<file path="config.mk">
export PLATFORM = sky130hd
export DESIGN_NAME = tmr_edge_cond
export DESIGN_NICKNAME = d
export VERILOG_FILES = /design/src/rtl/tec_pkg.sv /design/src/rtl/tec_sync.sv /design/src/rtl/tec_edge_det.sv /design/src/rtl/tec_ctl_reg.sv /design/src/rtl/tmr_edge_cond.sv
export SDC_FILE = /design/constraint.sdc
export NUM_CORES = 1
export LEC_CHECK = 0
export BUFFER_PORTS_ARGS = -buffer_cell sky130_fd_sc_hd__buf_2
export CAP_MARGIN = 5
export CORE_UTILIZATION = 49
export DETAILED_ROUTE_END_ITERATION = 16
export PLACE_DENSITY = 0.82
export SLEW_MARGIN = 10
export SYNTH_ARGS = -nofsm -noshare
export SYNTH_HDL_FRONTEND = slang
export SYNTH_SLANG_ARGS = --single-unit
</file>
<file path="constraint.sdc">
create_clock -name clk_i -period 2.8 [get_ports clk_i]
set_clock_uncertainty 0.05 [all_clocks]
set_input_delay 0 -clock clk_i [delete_from_list [all_inputs] [get_ports clk_i]]
set_output_delay 0 -clock clk_i [all_outputs]
set_load 0.01 [all_outputs]
</file>
<file path="src/rtl/tec_pkg.sv">
package tec_pkg;
  typedef enum logic [1:0] {
    EDGE_NONE = 2'b00,
    EDGE_RISE = 2'b01,
    EDGE_FALL = 2'b10,
    EDGE_BOTH = 2'b11
  } edge_sel_e;

  localparam int unsigned REG_W     = 8;
  localparam int unsigned FIELD_W   = 2;
  localparam int unsigned NUM_CH    = 2;
  localparam int unsigned USED_W    = FIELD_W * NUM_CH;
  localparam int unsigned CH_TRG    = 0;  // bits 1:0
  localparam int unsigned CH_EVT    = 1;  // bits 3:2
  localparam logic [2:0]  MODE_EVCNT = 3'b001;
endpackage

</file>
<file path="src/rtl/tec_sync.sv">
module tec_sync #(
  parameter int unsigned STAGES = 2
) (
  input  logic clk_i,
  input  logic rst_ni,
  input  logic d_i,
  output logic q_o
);
  logic [STAGES-1:0] chain_q;

  generate
    for (genvar s = 0; s < STAGES; s++) begin : g_stage
      always_ff @(posedge clk_i or negedge rst_ni) begin
        if (!rst_ni) chain_q[s] <= 1'b0;
        else if (s == 0) chain_q[s] <= d_i;
        else chain_q[s] <= chain_q[(s == 0) ? 0 : s-1];
      end
    end
  endgenerate

  assign q_o = chain_q[STAGES-1];
endmodule

</file>
<file path="src/rtl/tec_edge_det.sv">
module tec_edge_det
  import tec_pkg::*;
(
  input  logic      clk_i,
  input  logic      rst_ni,
  input  logic      lvl_i,
  input  edge_sel_e sel_i,
  output logic      pulse_o
);
  logic prev_q;
  logic rise, fall;

  always_ff @(posedge clk_i or negedge rst_ni) begin
    if (!rst_ni) prev_q <= 1'b0;
    else         prev_q <= lvl_i;
  end

  assign rise = lvl_i & ~prev_q;
  assign fall = ~lvl_i & prev_q;

  always_comb begin
    unique case (sel_i)
      EDGE_RISE: pulse_o = rise;
      EDGE_FALL: pulse_o = fall;
      EDGE_BOTH: pulse_o = rise | fall;
      default:   pulse_o = 1'b0;
    endcase
  end

  AST_NONE_SILENT: assert property (@(posedge clk_i) disable iff (!rst_ni)
    (sel_i == EDGE_NONE) |-> !pulse_o);
  AST_RISE_LEVEL: assert property (@(posedge clk_i) disable iff (!rst_ni)
    (sel_i == EDGE_RISE && pulse_o) |-> lvl_i);
  AST_FALL_LEVEL: assert property (@(posedge clk_i) disable iff (!rst_ni)
    (sel_i == EDGE_FALL && pulse_o) |-> !lvl_i);
endmodule

</file>
<file path="src/rtl/tec_ctl_reg.sv">
module tec_ctl_reg
  import tec_pkg::*;
(
  input  logic              clk_i,
  input  logic              rst_ni,
  input  logic              we_i,
  input  logic              bit_i,
  input  logic [2:0]        bitsel_i,
  input  logic [REG_W-1:0]  wdata_i,
  input  logic              lock_i,
  output logic [REG_W-1:0]  rdata_o,
  output logic [USED_W-1:0] fields_o,
  output logic              err_o
);
  logic [USED_W-1:0] ctl_q;
  logic [REG_W-1:0]  merged;
  logic [USED_W-1:0] wr_val;
  logic              blocked;
  logic              err_q;

  always_comb begin
    merged = {{(REG_W-USED_W){1'b0}}, ctl_q};
    if (bit_i) merged[bitsel_i] = wdata_i[0];
    else       merged = wdata_i;
    wr_val = merged[USED_W-1:0];
  end

  // same-value writes pass the lock
  assign blocked = we_i & lock_i & (wr_val != ctl_q);

  always_ff @(posedge clk_i or negedge rst_ni) begin
    if (!rst_ni) begin
      ctl_q <= '0;
      err_q <= 1'b0;
    end else begin
      if (we_i && !blocked) ctl_q <= wr_val;
      if (blocked)          err_q <= 1'b1;
    end
  end

  assign rdata_o  = {{(REG_W-USED_W){1'b0}}, ctl_q};
  assign fields_o = ctl_q;
  assign err_o    = err_q;

  AST_LOCK_HOLD: assert property (@(posedge clk_i) disable iff (!rst_ni)
    lock_i |=> $stable(ctl_q));
  AST_ERR_STICKY: assert property (@(posedge clk_i) disable iff (!rst_ni)
    err_q |=> err_q);
  AST_IDLE_HOLD: assert property (@(posedge clk_i) disable iff (!rst_ni)
    !we_i |=> $stable(ctl_q));
  AST_HI_ZERO: assert property (@(posedge clk_i) disable iff (!rst_ni)
    rdata_o[REG_W-1:USED_W] == '0);
endmodule

</file>
<file path="src/rtl/tmr_edge_cond.sv">
module tmr_edge_cond
  import tec_pkg::*;
#(
  parameter int unsigned SYNC_STAGES = 2
) (
  input  logic       clk_i,
  input  logic       rst_ni,
  input  logic       bus_we_i,
  input  logic       bus_bit_i,
  input  logic [2:0] bus_bitsel_i,
  input  logic [7:0] bus_wdata_i,
  output logic [7:0] bus_rdata_o,
  input  logic       tmr_en_i,
  input  logic       ext_evt_en_i,
  input  logic [2:0] mode_i,
  input  logic       evt_pin_i,
  input  logic       trg_pin_i,
  output logic       evt_pulse_o,
  output logic       trg_pulse_o,
  output logic       err_o
);
  logic [USED_W-1:0] fields;
  logic [NUM_CH-1:0] pins, lvl, det;
  logic              evt_gate;

  tec_ctl_reg u_reg (
    .clk_i    (clk_i),
    .rst_ni   (rst_ni),
    .we_i     (bus_we_i),
    .bit_i    (bus_bit_i),
    .bitsel_i (bus_bitsel_i),
    .wdata_i  (bus_wdata_i),
    .lock_i   (tmr_en_i),
    .rdata_o  (bus_rdata_o),
    .fields_o (fields),
    .err_o    (err_o)
  );

  assign pins[CH_TRG] = trg_pin_i;
  assign pins[CH_EVT] = evt_pin_i;

  generate
    for (genvar c = 0; c < NUM_CH; c++) begin : g_ch
      tec_sync #(.STAGES(SYNC_STAGES)) u_sync (
        .clk_i (clk_i),
        .rst_ni(rst_ni),
        .d_i   (pins[c]),
        .q_o   (lvl[c])
      );
      tec_edge_det u_det (
        .clk_i  (clk_i),
        .rst_ni (rst_ni),
        .lvl_i  (lvl[c]),
        .sel_i  (edge_sel_e'(fields[c*FIELD_W +: FIELD_W])),
        .pulse_o(det[c])
      );
    end
  endgenerate

  assign evt_gate    = ext_evt_en_i | (mode_i == MODE_EVCNT);
  assign evt_pulse_o = det[CH_EVT] & evt_gate;
  assign trg_pulse_o = det[CH_TRG];

  AST_EVT_GATED: assert property (@(posedge clk_i) disable iff (!rst_ni)
    evt_pulse_o |-> (ext_evt_en_i || mode_i == 3'b001));
  AST_EVT_FIELD: assert property (@(posedge clk_i) disable iff (!rst_ni)
    evt_pulse_o |-> (bus_rdata_o[3:2] != 2'b00));
  AST_TRG_FIELD: assert property (@(posedge clk_i) disable iff (!rst_ni)
    trg_pulse_o |-> (bus_rdata_o[1:0] != 2'b00));
endmodule

</file>
==> reports/qor.txt <==
Initial antenna violation count - 0
RSZ-0062 raised after global routing - no
Crit. End Element - register
Layout Nets - 139
Yosys warning total - 0
GRT Util Overall - 16.8%
Total gr overflow - 0
Final worst path period need - 1.60 ns
Layout area overhead - 22.6%
I/O pin count - 33
Power Dens Cells - 497 mW/mm^2
Die area - 0.00175 sq mm
Die Height - 41.8 microns
Worst VDD drop - 0.365 mV
Max Fclk - 0.626 GHz
Vias in the first global route - 581
# DRC - 0
Outcome - finished clean
CTS Root Cell - clkbuf_4
Req. time, crit path - 2.88 ns
Initial core utilization - 56.1%
Via count - 660
Starting DRC count in detailed routing - 8
# H-tree levels - 1
Routability congestion estimate from global placement - 0.835
Final worst path period share - 57.0%
Storage cell area - 275 sq um
Leak Pwr - 0.457 nW
Max Cap Viol - 0
Final core utilization - 68.8%
Drt total wl - 1370 microns
Post-Route Setup TNS - 0 ns
Port buffer count - 24
Sequential area share after synthesis - 35.5%
Share of layout cells above drive strength 1 - 32.1%
First-pass GRT wire length - 2280 microns
FILL cells - 112
Hold Path Depth - 3
R2R depth - 5
Sink Count - 11
Syn avg cell area - 9.46 sq um
Worst-Skew Late Latency - 0.26 ns
Synthesized area - 776 sq um
Hold Crit Class - primary input to register
Final-report setup violation count - 0
Maximum number of pins on one net before global-route repair - 13
WL per Instance - 10.8 microns
Final hold vios - 0
Cells after Synth - 82
Multi-input gate area - 440 sq um
Rows - 13
Antenna Cells - 0
CP max FO - 7
Worst Setup Start Kind - register
TritonCTS clock tree - built
Core area - 0.00138 sq mm
Max-slew violations - 0
Worst EP arrival - 1.68 ns
Synth cell types - 35
Via density - 5.20
CTS Buf Count - 3
DP HPWL - 1110 microns
Clock transition at path regs - 0.06 ns
Worst slack, placed - 1.20 ns
Critical path type - register to register
Max clock buf depth - 2
Chip Width - 41.8 microns
Post-route setup slack - 1.20 ns
Post-route ant nets - 0
1st-pass router iterations - 4
Flops & latches, synth - 11
## registers in the layout, indices dropped and copies added (netlist names)
signal / cells
g_ch.u_sync.q_o: 2
g_ch.u_det.prev_q: 2
g_ch.u_sync.chain_q: 2
u_reg.fields_o: 4
u_reg.err_o: 1
## worst max-delay path: stages (launching register included)
cell     delay, ns
dfrtp_1       0.45
mux2i_1       0.20
xnor2_1       0.08
o31a_2        0.32
a31oi_1       0.26
o32ai_2       0.11
## final cells by class
cell class	count	area share (%)
sequential	11	28.9
timing repair buffer	28	16.8
multi-input combinational	61	46.3
clock buffer	4	2.76
inverter	8	3.16
tap	15	1.97
## kinds of logic (layout without fill, tap and decap cells)
group | Yosys count | after routing | share of synthesized area, %
flip-flops | 11 | 11 | 35.5
AO/OA/AOI/OAI | 25 | 25 | 24.7
other | 1 | 4 | 0.483
adder cells (fa/ha/maj) | 4 | 4 | 6.45
buffers and inverters | 13 | 40 | 9.19
XOR/XNOR | 4 | 4 | 4.52
AND/OR/NAND/NOR | 22 | 22 | 16.6
multiplexers | 2 | 2 | 2.58
## synthesized netlist by cell type
cell	count	area share [%]
a31oi_1	1	0.81
a2bb2oi_2	1	1.9
o21ai_0	6	3.9
a211oi_2	1	1.6
or2b_2	1	1.1
and4bb_4	1	2.1
conb_1	1	0.48
a2bb2oi_1	1	1.1
xor2_1	3	3.4
a21oi_1	4	2.6
inv_1	8	3.9
a221oi_1	1	1.1
o2bb2ai_1	1	1.1
o32ai_2	1	2.1
a21boi_1	1	0.97
o211ai_1	1	0.97
o31ai_1	2	1.9
mux2i_1	2	2.6
and2b_2	1	1.1
nand4_1	2	1.6
nand3_1	1	0.64
a21o_1	1	0.97
nand2_1	5	2.4
nor2_1	7	3.4
o31a_2	2	2.6
nor2b_1	1	0.81
nor4b_1	1	1.1
dfrtp_1	11	35
xnor2_1	1	1.1
ha_1	4	6.5
a21boi_0	1	0.97
buf_4	4	3.9
and4_2	1	1.3
buf_6	1	1.5
nor3b_1	1	0.97
## where the power goes
group | switching, mW | internal [mW] | leakage, nW
logic | 0.0849 | 0.0829 | 0.315
registers | 0.0267 | 0.179 | 0.127
clock network | 0.0449 | 0.0549 | 0.0150
## placed cells by master (no fill, tap or decap), types with 2 or more instances in the layout
master / count
buf_2: 24
dfrtp_1: 11
inv_1: 8
nor2_1: 7
o21ai_0: 6
nand2_1: 5
a21oi_1: 4
ha_1: 4
conb_1: 4
dlygate4sd3_1: 4
xor2_1: 3
clkbuf_4: 3
mux2i_1: 2
o31a_2: 2
o31ai_1: 2
nand4_1: 2
## worst paths after layout
check                                  endpoint  slack [ns]                 startpoint
min in group asynchronous    g_ch[1].u_sync.q_o        0.08                     rst_ni
max                           u_reg.fields_o[0]        1.20          u_reg.fields_o[3]
min                           u_reg.fields_o[3]        0.01             bus_wdata_i[3]
max reg2reg                   u_reg.fields_o[0]        1.20          u_reg.fields_o[3]
min reg2reg                  g_ch[1].u_sync.q_o        0.30  g_ch[1].u_sync.chain_q[0]
max in group asynchronous  g_ch[0].u_det.prev_q        2.43                     rst_ni
## layer usage
layer	vias to the layer above	part of all wire (%)	global-route usage [%]
met1	287	45	21.5
met5	-	0	0
met3	4	6.5	1.30
met2	26	46	27.8
li1	343	-	-
met4	0	2.0	9.68
## per-stage QoR
step / std cells / area [sq um] / power, mW / hold slack, ns
after detailed placement: 119 / 885 / 0.374 / -0.180
after global placement: 119 / 885 / 0.368 / -0.180
after floorplan: 85 / 787 / 0.320 / -0.346
final: 127 / 951 / 0.473 / 0.0130
after global routing: 127 / 951 / 0.508 / 0.0270
after CTS: 127 / 951 / 0.480 / 0.00522
## timing repair
action | 4_1_cts | 5_1_grt
setup buffers | 0 | 0
hold endpoints to repair | 15 | 0
hold buffers | 4 | 0
resized for setup | 0 | 0
setup endpoints to repair | 0 | 0
Note: power is estimated with default switching activity, not from simulation.
